<file path="src/rtl/gpb_pkg.sv">
package gpb_pkg;

  // Plain configuration registers, laid out every 4 bytes from offset 0.
  localparam int unsigned CFG_DATA = 0;
  localparam int unsigned CFG_DIR  = 1;
  localparam int unsigned CFG_IEN  = 2;
  localparam int unsigned CFG_TY0  = 3;
  localparam int unsigned CFG_TY1  = 4;
  localparam int unsigned CFG_TY2  = 5;
  localparam int unsigned NUM_CFG  = 6;

  // The status register follows the configuration block.
  localparam int unsigned STS_OFS  = NUM_CFG * 4;

  function automatic int unsigned cfg_offset(input int unsigned idx);
    return idx * 4;
  endfunction

  typedef enum logic [2:0] {
    TM_FALL  = 3'd0,
    TM_RISE  = 3'd1,
    TM_BOTH  = 3'd2,
    TM_LLOW  = 3'd3,
    TM_LHIGH = 3'd4
  } trig_mode_e;

  // The level bit dominates, then the both-edges bit, then the polarity bit.
  function automatic trig_mode_e decode_mode(input logic t2, input logic t1,
                                             input logic t0);
    if (t1)      return t0 ? TM_LHIGH : TM_LLOW;
    else if (t2) return TM_BOTH;
    else if (t0) return TM_RISE;
    else         return TM_FALL;
  endfunction

endpackage

</file>
<file path="src/rtl/gpb_sync.sv">
module gpb_sync #(
  parameter int unsigned W      = 32,
  parameter int unsigned STAGES = 2
) (
  input  logic         clk,
  input  logic         rst_n,
  input  logic [W-1:0] d,
  output logic [W-1:0] q
);

  logic [STAGES-1:0][W-1:0] chain_q;
  logic [STAGES-1:0][W-1:0] chain_nxt;

  always_comb begin
    chain_nxt[0] = d;
    for (int s = 1; s < STAGES; s++) begin
      chain_nxt[s] = chain_q[s-1];
    end
  end

  always_ff @(posedge clk or negedge rst_n) begin
    if (!rst_n) begin
      chain_q <= '0;
    end else begin
      chain_q <= chain_nxt;
    end
  end

  assign q = chain_q[STAGES-1];

endmodule

</file>
<file path="src/rtl/gpb_trig.sv">
module gpb_trig
  import gpb_pkg::*;
#(
  parameter int unsigned W = 32
) (
  input  logic         clk,
  input  logic         rst_n,
  input  logic [W-1:0] lvl,
  input  logic [W-1:0] ty0,
  input  logic [W-1:0] ty1,
  input  logic [W-1:0] ty2,
  output logic [W-1:0] evt
);

  logic [W-1:0] hist_q;
  logic [W-1:0] rise;
  logic [W-1:0] fall;

  always_ff @(posedge clk or negedge rst_n) begin
    if (!rst_n) begin
      hist_q <= '0;
    end else begin
      hist_q <= lvl;
    end
  end

  assign rise = lvl & ~hist_q;
  assign fall = ~lvl & hist_q;

  for (genvar i = 0; i < W; i++) begin : g_pin
    logic hit;
    always_comb begin
      unique case (decode_mode(ty2[i], ty1[i], ty0[i]))
        TM_RISE:  hit = rise[i];
        TM_BOTH:  hit = rise[i] | fall[i];
        TM_LLOW:  hit = ~lvl[i];
        TM_LHIGH: hit = lvl[i];
        default:  hit = fall[i];
      endcase
    end
    assign evt[i] = hit;
  end

endmodule

</file>
<file path="src/rtl/gpb_regs.sv">
module gpb_regs
  import gpb_pkg::*;
#(
  parameter int unsigned W      = 32,
  parameter int unsigned ADDR_W = 5
) (
  input  logic              clk,
  input  logic              rst_n,
  input  logic              bus_sel,
  input  logic              bus_wr,
  input  logic [ADDR_W-1:0] bus_addr,
  input  logic [W-1:0]      bus_wdata,
  output logic [W-1:0]      bus_rdata,
  input  logic [W-1:0]      pin_sync,
  input  logic [W-1:0]      evt,
  output logic [W-1:0]      dout_q,
  output logic [W-1:0]      dir_q,
  output logic [W-1:0]      en_q,
  output logic [W-1:0]      ty0_q,
  output logic [W-1:0]      ty1_q,
  output logic [W-1:0]      ty2_q,
  output logic [W-1:0]      sts_q
);

  localparam logic [ADDR_W-1:0] STS_ADDR = ADDR_W'(STS_OFS);

  logic                     wr_go;
  logic                     rd_go;
  logic [NUM_CFG-1:0][W-1:0] cfg_q;

  assign wr_go = bus_sel & bus_wr;
  assign rd_go = bus_sel & ~bus_wr;

  // One plain read/write register per configuration slot.
  for (genvar i = 0; i < NUM_CFG; i++) begin : g_cfg
    localparam logic [ADDR_W-1:0] MY_ADDR = ADDR_W'(cfg_offset(i));
    logic         ce;
    logic [W-1:0] nxt;
    logic [W-1:0] val_q;

    always_comb begin
      ce  = wr_go && (bus_addr == MY_ADDR);
      nxt = bus_wdata;
    end

    always_ff @(posedge clk or negedge rst_n) begin
      if (!rst_n) begin
        val_q <= '0;
      end else if (ce) begin
        val_q <= nxt;
      end
    end

    assign cfg_q[i] = val_q;
  end

  assign dout_q = cfg_q[CFG_DATA];
  assign dir_q  = cfg_q[CFG_DIR];
  assign en_q   = cfg_q[CFG_IEN];
  assign ty0_q  = cfg_q[CFG_TY0];
  assign ty1_q  = cfg_q[CFG_TY1];
  assign ty2_q  = cfg_q[CFG_TY2];

  // Latched status: set by enabled events, cleared by writing ones.
  logic [W-1:0] sts_set;
  logic [W-1:0] sts_clr;
  logic [W-1:0] sts_nxt;
  logic         sts_ce;

  always_comb begin
    sts_set = evt & en_q;
    sts_clr = (wr_go && (bus_addr == STS_ADDR)) ? bus_wdata : '0;
    sts_nxt = (sts_q | sts_set) & ~sts_clr;
    sts_ce  = (|sts_set) | (|sts_clr);
  end

  always_ff @(posedge clk or negedge rst_n) begin
    if (!rst_n) begin
      sts_q <= '0;
    end else if (sts_ce) begin
      sts_q <= sts_nxt;
    end
  end

  // Read mux. The data slot merges driven and sampled bits by direction.
  logic [W-1:0] data_view;
  assign data_view = (dout_q & dir_q) | (pin_sync & ~dir_q);

  always_comb begin
    bus_rdata = '0;
    if (rd_go) begin
      for (int unsigned i = 0; i < NUM_CFG; i++) begin
        if (bus_addr == ADDR_W'(cfg_offset(i))) begin
          bus_rdata = (i == CFG_DATA) ? data_view : cfg_q[i];
        end
      end
      if (bus_addr == STS_ADDR) begin
        bus_rdata = sts_q;
      end
    end
  end

endmodule

</file>
<file path="src/rtl/gpio_bank_irq.sv">
module gpio_bank_irq #(
  parameter int unsigned PINS        = 32,
  parameter int unsigned ADDR_W      = 5,
  parameter int unsigned SYNC_STAGES = 2
) (
  input  logic              clk,
  input  logic              rst_n,
  input  logic              bus_sel,
  input  logic              bus_wr,
  input  logic [ADDR_W-1:0] bus_addr,
  input  logic [PINS-1:0]   bus_wdata,
  output logic [PINS-1:0]   bus_rdata,
  input  logic [PINS-1:0]   pin_in,
  output logic [PINS-1:0]   pin_out,
  output logic [PINS-1:0]   pin_oe,
  output logic              irq
);

  logic [PINS-1:0] pin_sync;
  logic [PINS-1:0] evt;
  logic [PINS-1:0] dout_q;
  logic [PINS-1:0] dir_q;
  logic [PINS-1:0] en_q;
  logic [PINS-1:0] ty0_q;
  logic [PINS-1:0] ty1_q;
  logic [PINS-1:0] ty2_q;
  logic [PINS-1:0] sts_q;

  gpb_sync #(
    .W      (PINS),
    .STAGES (SYNC_STAGES)
  ) sync_i (
    .clk   (clk),
    .rst_n (rst_n),
    .d     (pin_in),
    .q     (pin_sync)
  );

  gpb_trig #(
    .W (PINS)
  ) trig_i (
    .clk   (clk),
    .rst_n (rst_n),
    .lvl   (pin_sync),
    .ty0   (ty0_q),
    .ty1   (ty1_q),
    .ty2   (ty2_q),
    .evt   (evt)
  );

  gpb_regs #(
    .W      (PINS),
    .ADDR_W (ADDR_W)
  ) regs_i (
    .clk       (clk),
    .rst_n     (rst_n),
    .bus_sel   (bus_sel),
    .bus_wr    (bus_wr),
    .bus_addr  (bus_addr),
    .bus_wdata (bus_wdata),
    .bus_rdata (bus_rdata),
    .pin_sync  (pin_sync),
    .evt       (evt),
    .dout_q    (dout_q),
    .dir_q     (dir_q),
    .en_q      (en_q),
    .ty0_q     (ty0_q),
    .ty1_q     (ty1_q),
    .ty2_q     (ty2_q),
    .sts_q     (sts_q)
  );

  assign pin_out = dout_q;
  assign pin_oe  = dir_q;
  assign irq     = |(sts_q & en_q);

endmodule

</file>
<file path="config.mk">
export PLATFORM = sky130hd
export DESIGN_NAME = gpio_bank_irq
export DESIGN_NICKNAME = d
export VERILOG_FILES = /design/src/rtl/gpb_pkg.sv /design/src/rtl/gpb_sync.sv /design/src/rtl/gpb_trig.sv /design/src/rtl/gpb_regs.sv /design/src/rtl/gpio_bank_irq.sv
export SDC_FILE = /design/constraint.sdc
export NUM_CORES = 1
export LEC_CHECK = 0
export ABC_AREA = 0
export BUFFER_PORTS_ARGS = -buffer_cell sky130_fd_sc_hd__clkbuf_2
export CAP_MARGIN = 30
export CORE_UTILIZATION = 45
export DETAILED_ROUTE_END_ITERATION = 16
export GPL_TIMING_DRIVEN = 0
export SYNTH_ARGS = -nofsm -noshare
export SYNTH_HDL_FRONTEND = slang
export SYNTH_SLANG_ARGS = --single-unit
</file>
<file path="constraint.sdc">
create_clock -name clk -period 1.93 [get_ports clk]
set_input_delay 0.0965 -clock clk [delete_from_list [all_inputs] [get_ports clk]]
set_output_delay 0.0965 -clock clk [all_outputs]
set_load 0.02 [all_outputs]
</file>
==> metrics.md, run 1 <==
| Metric | Value |
|---|---|
| Via density | 5.839 |
| Net Switching | 5136 uW |
| Leak | approximately 0.0095 uW |
| Final core occ | 0.6220 |
| Setup violations, final | 21 |
| Async set-or-reset flop fraction in the synthesized netlist | 1.000 |
| Reg clk slew, reported paths | 0.06 ns |
| Total power per unit cell area | 884.0 mW/mm^2 |
| Worst Setup SP | regs_i.sts_q[28]$_DFFE_PN0P_ |
| Post-synthesis cell type with the largest combined area | dfrtp_1 |
| Hold WC Path Type | in2async |
| Fin worst setup slack | -0.2860 ns |
| CP Launch Type | flip-flop |
| Place WS | -0.8441 ns |
| Pins over their slew limit | 0 |
| Data required time of the worst path | 1.83 ns |
| Initial drt markers | approximately 1,000 |
| H-tree depth | 2 |
| Reg power frac | 0.468 |
| Area of the multi-input gates | 0.007362 sq mm |
| Global-route wire length before repair | 71,380 um |
| Critical R2R Launch | sync_i.q[3]$_DFF_PN0_ |
| Outcome | finished, violations left |
| Mapped Cells | roughly 1,200 |
| Filler cells | 2,657 |
| Seq/Total Area, Yosys | 0.5267 |
| Failing checks | negative setup slack |
| #FFs+latches synth | 320 |
| CTS root buf | clkbuf_16 |
| ANT cells | 0 |
| Top post-synthesis cells by area | dfrtp_1, mux2_2, mux2_4, ha_1, mux2_1 |
| Drc violations | 0 |
| Worst-margin pin slew | 1.148 ns |
| CTS buffer count | 36 |
| Register area | 0.008050 sq mm |
| Crit path time final | 2.216 ns |
| Routed len/inst | 23.23 um |
| Post-route ant nets | 0 |
| Final wirelength | 48,290 um |
| Clock power share | 0.363 |
| Drt pass-1 iters | 5 |
| CP Capture Type | output pin |
| Largest net degree at the start of global routing | roughly 110 |
| Hold Slack | 0.1408 ns |
| Critical Path Fanout Max | 4 |
| Top-level port count | 170 |
| RSZ-0062 raised after global routing | true |
| Std-Cell Rows | 66 |
| Mapped Area | 0.01520 sq mm |
| Crit Path Category | reg2out |
| Layout area overhead | 34.47% |
| Gpl congestion | 0.9265 |
| Number of max-cap violations | 0 |
| Switching share of power | 0.2842 |
| Initial antenna violation count | 0 |
| Mapped Nets | 1,382 |
| VDD IR max | 623.9 uV |
| Top cell type's share of synthesized area | 0.5267 |
| Comb power frac | 0.169 |
| Nets | 1,752 |
| Fmax | ~450 MHz |
| DIE WIDTH | 185.8 um |
| Syn Area/Cell | 12.21 sq um |
| Max-slew headroom | 0.2344 |
| Clock skew | 0.008075 ns |
| Setup TNS Final | -1.696 ns |
| Power, Total | 18,070 uW |
| WP data arrival | around 2.1 ns |
| Number of global-route vias before repair | around 12,000 |
| Most used DFF post-synth | dfrtp_1 |
| Core area | around 0.033 sq mm |
| I/O Buffers | 169 |
| Clock Sinks | 320 |
| Hold Fails Final Rpt | 0 |
| Max Buffers Root-to-Sink | 3 |
| Global route overflow | 0 |
| Post-synth EDFFs | 0 |
| Routed vias | 12,140 |
| DP HPWL | 30,690 um |
| Vert. Die Dim | 185.8 um |
| Starting density of the core | 0.4625 |
| Share of layout cells above drive strength 1 | 0.4215 |
| Die footprint | 0.03452 sq mm |
| Pint | about 13,000 uW |
| Yosys warning count | 0 |
| GRT Total Usage | 0.2776 |
| CTS tree | done |
| Fin crit share | 1.148 |
| Worst skew pair latency | 0.52 ns |
| Post-synth cell types | 44 |
flip-flops by register name, indices dropped and copies added, names as in the netlist:
register / cells
regs_i.dir_q: 32
regs_i.dout_q: 32
regs_i.en_q: 32
regs_i.sts_q: 32
regs_i.ty0_q: 32
regs_i.ty1_q: 32
regs_i.ty2_q: 32
sync_i.chain_nxt: 32
sync_i.q: 32
trig_i.hist_q: 32
layout by cell type, fill, tap and decap left out, types with 24 or more instances in the layout:
| cell type | instances |
|---|---|
| dfrtp_1 | 286 |
| clkbuf_2 | 141 |
| buf_4 | 124 |
| mux2_2 | 86 |
| inv_1 | 81 |
| mux2_1 | 68 |
| dlygate4sd3_1 | 65 |
| nor2_1 | 64 |
| ha_1 | 64 |
| mux2_4 | 60 |
| o22ai_1 | 56 |
| clkbuf_16 | 38 |
| dfrtp_2 | 34 |
| nor4_2 | 31 |
| a22oi_1 | 30 |
| nor4_4 | 26 |
| nand2_1 | 24 |
power by group through the flow:
stage,logic (uW),clock network (uW),registers [uW]
after detailed placement,2440,0,8480
after global routing,3320,6910,8540
after floorplan,1410,0,8360
after CTS,2870,6690,8360
final,3060,6560,8460
after global placement,2350,0,8470
worst max-delay path, stage by stage, from the launching register on:
cell and delay (ns):
dfrtp_2 0.47, a22oi_2 0.24, nand4_1 0.13, or4_4 0.60, buf_8 0.16
metal layers:
layer  track usage  part of all wire
met1        0.3820              0.44
met2        0.4385              0.47
met3       0.03991             0.066
met4        0.1161             0.032
met5             0                 0
area by class of cell:
| cell class | count | area share |
|---|---|---|
| sequential | 320 | 0.3938 |
| clock buffer | 53 | 0.05166 |
| tap | 442 | 0.02705 |
| inverter | 97 | 0.01781 |
| buffer | 62 | 0.02546 |
| clock inverter | 7 | 0.002938 |
| multi-input combinational | 763 | 0.3601 |
| timing repair buffer | 335 | 0.1211 |
cell usage after synthesis (2+ instances only):
cell / count
a211oi_1: 40
a21oi_1: 30
a221o_1: 20
a221oi_1: 10
a22oi_1: 38
a31oi_1: 22
buf_2: 10
buf_4: 3
buf_6: 7
clkbuf_1: 44
dfrtp_1: 320
ha_1: 64
inv_1: 97
mux2_1: 68
mux2_2: 86
mux2_4: 60
nand2_1: 25
nand2b_1: 3
nand4_1: 5
nor2_1: 66
nor2b_1: 2
nor4_1: 63
o2111ai_1: 23
o211ai_1: 2
o21ai_0: 31
o22ai_1: 62
or3_1: 3
or4_1: 4
xnor2_1: 22
cell families (layout without fill, tap and decap cells):
logic type,count (synthesis),count (layout),share of synthesized area
flip-flops,320,320,0.5267
AO/OA/AOI/OAI,280,280,0.1274
multiplexers,214,214,0.1733
AND/OR/NAND/NOR,183,183,0.06214
buffers and inverters,162,554,0.04502
adder cells (fa/ha/maj),64,64,0.05268
XOR/XNOR,22,22,0.01267
stage by stage:
stage | std cells | instance area (sq um)
final | 2079 | 20440
after global routing | 2079 | 20440
after CTS | 2047 | 19570
after detailed placement | 1860 | 16720
after global placement | 1856 | 16610
after floorplan | 1245 | 15210
path summary, 6_finish.rpt:
kind	endpoint	cells past startpoint	slack, ns
max	irq	4	-0.29
min	sync_i.q[28]$_DFF_PN0_	2	0.14
max reg2reg	regs_i.sts_q[3]$_DFFE_PN0P_	6	0.15
min reg2reg	sync_i.q[23]$_DFF_PN0_	0	0.34
max in group asynchronous	regs_i.en_q[5]$_DFFE_PN0P_	4	0.58
min in group clk	regs_i.en_q[1]$_DFFE_PN0P_	3	0.16
repair_timing:
item                                   CTS  global route
hold buffers                            65             0
endpoints found under the hold margin  322             0
setup endpoints to repair               53            53
setup buffers                           64            34
gates resized for setup                190           192
pin swaps                               79            84
Note: power is estimated with default switching activity, not from simulation.
==> run 2, diff against run 1 <==
==> constraint.sdc (replaced) <==
create_clock -name clk -period 2.1 [get_ports clk]
set_input_delay 0.105 -clock clk [delete_from_list [all_inputs] [get_ports clk]]
set_output_delay 0.105 -clock clk [all_outputs]
set_load 0.1 [all_outputs]
==> metrics.md, run 2 (same netlist as run 1, synthesis figures left out) <==
| Metric | Value |
|---|---|
| Outcome | finished, violations left |
| Failing checks | negative setup slack |
| ANT cells | 0 |
| Hold Fails Final Rpt | 0 |
| Crit-path slowest cell | or4_1 |
| Core area | 0.03287 sq mm |
| Clock skew | approximately 0.018 ns |
| Vert. Die Dim | 185.8 um |
| Crit Path Category | reg2out |
| DP HPWL | 31,450 um |
| Commonest non-fill, non-tap cell in the layout | dfrtp_1 |
| Pins over their slew limit | 0 |
| Fin worst setup slack | -0.2611 ns |
| H-tree depth | 2 |
| CP Cell Sequence | or4_1 > and3_4 > nor4_4 > buf_8 |
| Post-route ant nets | 0 |
| Hold WC Path Type | in2async |
| Max-slew headroom | 0.4095 |
| VDD IR max | 791.9 uV |
| Total power per unit cell area | 887.1 mW/mm^2 |
| I/O Buffers | roughly 170 |
| Hold Slack | roughly 0.097 ns |
| Number of max-cap violations | 0 |
| Initial antenna violation count | 0 |
| Drc violations | 0 |
| Global route overflow | 0 |
| Worst path max stage delay | roughly 0.5 ns |
| Starting density of the core | 0.4625 |
| Crit path time final | between 2 and 2.5 ns |
| Worst skew pair latency | 0.55 ns |
| CTS tree | done |
| Drt pass-1 iters | 5 |
| Largest net degree at the start of global routing | 107 |
| CTS root buf | clkbuf_16 |
| Critical Path Fanout Max | 2 |
| CP Capture Type | output pin |
| Most frequent cells in the layout | dfrtp_1, clkbuf_2, inv_1 |
| Global-route wire length before repair | 72,990 um |
| Std-Cell Rows | 66 |
| Setup TNS Final | -0.6054 ns |
| Routed len/inst | 23.83 um |
| Initial drt markers | 729 |
| Routed vias | 11,770 |
| Clock Sinks | 320 |
| Via density | 5.804 |
| WP data arrival | ~2.3 ns |
| Fmax | roughly 420 MHz |
| Max Buffers Root-to-Sink | 3 |
| Setup violations, final | 3 |
| GRT Total Usage | 0.2872 |
| Data required time of the worst path | 2.00 ns |
| RSZ-0062 raised after global routing | true |
| Top-level port count | 170 |
| Gpl congestion | 0.8872 |
| Nets | 1,693 |
| Worst-margin pin slew | roughly 0.9 ns |
| CP Launch Type | flip-flop |
| Die footprint | 0.03452 sq mm |
| Layout area overhead | 36.82% |
| R2R depth | 5 |
| Final wirelength | slightly below 50,000 um |
| DIE WIDTH | 185.8 um |
| CTS buffer count | 37 |
| Leak | 0.009244 uW |
| Number of global-route vias before repair | 12,020 |
| Share of layout cells above drive strength 1 | 0.4328 |
| Reg clk slew, reported paths | ~0.05 ns |
| Fin crit share | 1.124 |
-- run 2: power breakdown --
part | total, uW | switching (uW) | internal [uW] | leakage [uW]
Combinational | 3750 | 2430 | 1320 | 0.00471
Sequential | 7860 | 916 | 6950 | 0.00389
Clock | 6840 | 2610 | 4230 | 0.000642
Total | 18500 | 5960 | 12500 | 0.00924
-- run 2: critical path, delay by kind of cell (launching register included) --
kind | cells | cell delay (ns)
simple gates | 3 | 0.98
flops | 1 | 0.47
buf+inv | 1 | 0.25
-- run 2: path summary, 6_finish.rpt --
kind                                                startpoint                            end  slack [ns]
max in group asynchronous                                rst_n  regs_i.dout_q[12]$_DFFE_PN0P_        0.48
worst max-delay path              regs_i.dir_q[30]$_DFFE_PN0P_                  bus_rdata[30]       -0.26
worst max register to register          sync_i.q[21]$_DFF_PN0_   regs_i.sts_q[21]$_DFFE_PN0P_        0.40
min in group clk                                       bus_sel     regs_i.en_q[0]$_DFFE_PN0P_        0.18
worst min register to register  sync_i.chain_nxt[63]$_DFF_PN0_         sync_i.q[31]$_DFF_PN0_        0.34
worst min-delay path                                     rst_n         sync_i.q[28]$_DFF_PN0_         0.1
-- run 2: through the flow --
step	setup WS (ns)	util	cell area (sq um)	total power (uW)	cells
after global routing	-0.2984	0.6329	20800	19160	2027
after global placement	-7.462	0.5356	17600	11260	1856
after detailed placement	-0.5272	0.5388	17710	11350	1860
final	-0.2611	0.6329	20800	18450	2027
after CTS	-0.2724	0.6235	20490	18470	2015
after floorplan	-0.3666	-	16200	10280	1245
-- run 2: cell type report --
cell class / instances / area (sq um)
plain buffers: 65 / 520.5
clock buffers: 60 / 1185
clock inverters: 8 / 121.4
fillers: 2604 / 12070
inverters: 97 / 364.1
multi-input cells: 763 / 7647
flip-flops and latches: 320 / 8208
well taps: 442 / 553.0
repair buffers: 272 / 2201
-- run 2: what timing repair did --
action | 4_1_cts | 5_1_grt
cloned | 0 | 0
endpoints found under the setup margin | 33 | 93
endpoints found under the hold margin | 361 | 0
hold buffers | 65 | 0
buffers inserted | 22 | 12
pin swaps | 17 | 23
gates resized for setup | 163 | 80
-- run 2: routing by layer --
layer | vias up | track usage | wire, um
met4 | 0 | 0.09770 | 1610
met2 | 424 | 0.4570 | 22500
met1 | 5980 | 0.3892 | 21150
met5 | - | 0 | 0
met3 | 104 | 0.05928 | 3045
li1 | 5257 | - | -
==> run 3, diff against run 2 <==
Settings changed: SETUP_SLACK_MARGIN set to 0.5.
==> metrics.md, run 3 (same netlist as run 1, synthesis figures left out) <==
| Metric | Value |
|---|---|
| Global-route wire length before repair | roughly 74,000 um |
| Post-route ant nets | 0 |
| Total power per unit cell area | 827.3 mW/mm^2 |
| Drc violations | 0 |
| Failing checks | negative setup slack |
| Worst Setup SP | regs_i.dir_q[30]$_DFFE_PN0P_ |
| Hold WC Path Type | in2async |
| Clock Sinks | 320 |
| Crit path time final | 2.304 ns |
| Largest net degree at the start of global routing | 109 |
| I/O Buffers | approximately 170 |
| Nets | 1,746 |
| Starting density of the core | 0.4625 |
| VDD IR max | 607.0 uV |
| Place WS | -0.4856 ns |
| R2R depth | 5 |
| Comb power frac | 0.227 |
| Number of global-route vias before repair | 12,380 |
| Number of max-cap violations | 0 |
| Std-Cell Rows | 66 |
| Post-Layout Inst Area | 0.02165 sq mm |
| Clock skew | 0.01140 ns |
| Worst skew pair latency | 0.51 ns |
| Pint | 11,910 uW |
| RSZ-0062 raised after global routing | true |
| Global route overflow | 0 |
| Top-level port count | 170 |
| Initial drt markers | just over 800 |
| Fin worst setup slack | -0.2036 ns |
| Via density | just under 6 |
| Data required time of the worst path | 2.00 ns |
| CTS buffer count | 36 |
| Routed len/inst | 24.03 um |
| Leak | 0.009519 uW |
| Drt pass-1 iters | 6 |
| CP Launch Type | flip-flop |
| Share of layout cells above drive strength 1 | 0.4914 |
| Worst-margin pin slew | 0.6349 ns |
| Final wirelength | 49,910 um |
| Commonest non-fill, non-tap cell in the layout | dfrtp_1 |
| Critical R2R Launch | sync_i.q[3]$_DFF_PN0_ |
| DIE WIDTH | roughly 190 um |
| H-tree depth | 2 |
| Net Switching | 5997 uW |
| Clock power share | 0.332 |
| Top routing layer in use | met4 |
| Fmax | 434.1 MHz |
| Fin crit share | 1.097 |
| Core area | roughly 0.033 sq mm |
| Die footprint | roughly 0.035 sq mm |
| Reg clk slew, reported paths | about 0.050 ns |
| Setup violations, final | 6 |
| CP Cell Sequence | or4_1 > and3_4 > nor4_4 > buf_8 |
| Reg power frac | 0.441 |
| WP data arrival | 2.20 ns |
| Critical Path Fanout Max | 2 |
| Crit Path Category | reg2out |
| DP HPWL | 31,520 um |
| Most frequent cells in the layout | dfrtp_1, clkbuf_2, buf_4 |
| Non-Filler Instances | 2,077 |
| CP Capture Type | output pin |
| Max-slew headroom | 0.5768 |
| CTS tree | done |
| Worst path max stage delay | 0.51 ns |
| Met3 wire len | 3027 um |
| DP Area | approximately 0.018 sq mm |
| Setup TNS Final | -0.5926 ns |
| Initial antenna violation count | 1 |
| Gpl congestion | 0.8900 |
| DRT met1 WL | between 20,000 and 25,000 um |
| Routed vias | 12,260 |
| Metal2 WL | 23,510 um |
| Crit-path slowest cell | dfrtp_4 |
| Outcome | finished, violations left |
| Vert. Die Dim | 185.8 um |
| Hold Fails Final Rpt | 0 |
| CTS root buf | clkbuf_16 |
| Layout area overhead | 42.40% |
| Pins over their slew limit | 0 |
| GRT Total Usage | 0.2918 |
| Max Buffers Root-to-Sink | 3 |
| Dpl cells | 1,860 |
| Switching share of power | 0.3349 |
| Power, Total | 17,910 uW |
-- run 3: layout make-up --
cell class / instances / area, sq um
buffer: 65 / 678.2
clock inverter: 9 / 72.57
timing repair buffer: 326 / 2778
sequential: 320 / 8214
inverter: 97 / 364.1
tap: 442 / 553.0
clock buffer: 54 / 1010
antenna: 1 / 2.502
fill: 2463 / 11220
multi-input combinational: 763 / 7976
-- run 3: per-layer routing --
metal | vias up | global-route usage
li1 | 5368 | -
met1 | 6276 | 0.4000
met2 | 505 | 0.4697
met3 | 115 | 0.03717
met4 | 0 | 0.1138
met5 | - | 0
-- run 3: worst max-delay path, delay by kind of cell (launching register included) --
kind	cells	cell delay [ns]
simple gates	3	0.94
buf+inv	1	0.25
flops	1	0.51
-- run 3: power groups by stage --
stage | Clock [uW] | Sequential [uW] | Combinational [uW]
after floorplan | 0 | 8800 | 1490
after global placement | 0 | 7890 | 3380
after detailed placement | 0 | 7900 | 3460
after CTS | 6040 | 7840 | 3960
after global routing | 6320 | 7980 | 4310
final | 5940 | 7900 | 4070
-- run 3: what timing repair did --
action | in CTS | in global routing
endpoints found under the setup margin | 131 | 234
gates resized for setup | 316 | 81
hold buffers | 65 | 0
hold endpoints to repair | 322 | 0
setup buffers | 74 | 10
pin swaps | 88 | 26
cloned | 2 | 2
-- run 3: path summary, 6_finish.rpt --
path / end / slack (ns)
min in group clk: regs_i.en_q[0]$_DFFE_PN0P_ / 0.23
worst max register to register: regs_i.sts_q[3]$_DFFE_PN0P_ / 0.54
worst max-delay path: bus_rdata[30] / -0.20
max in group asynchronous: regs_i.dir_q[6]$_DFFE_PN0P_ / 0.74
worst min-delay path: trig_i.hist_q[28]$_DFF_PN0_ / 0.18
worst min register to register: sync_i.q[18]$_DFF_PN0_ / 0.34
-- run 3: through the flow --
stage,hold WS [ns],util
4_1_cts,0.1799,0.6485
2_1_floorplan,-0.1906,-
3_3_place_gp,0.2130,0.5364
3_5_place_dp,0.1420,0.5397
5_1_grt,0.2155,0.6587
6_report,0.1805,0.6587
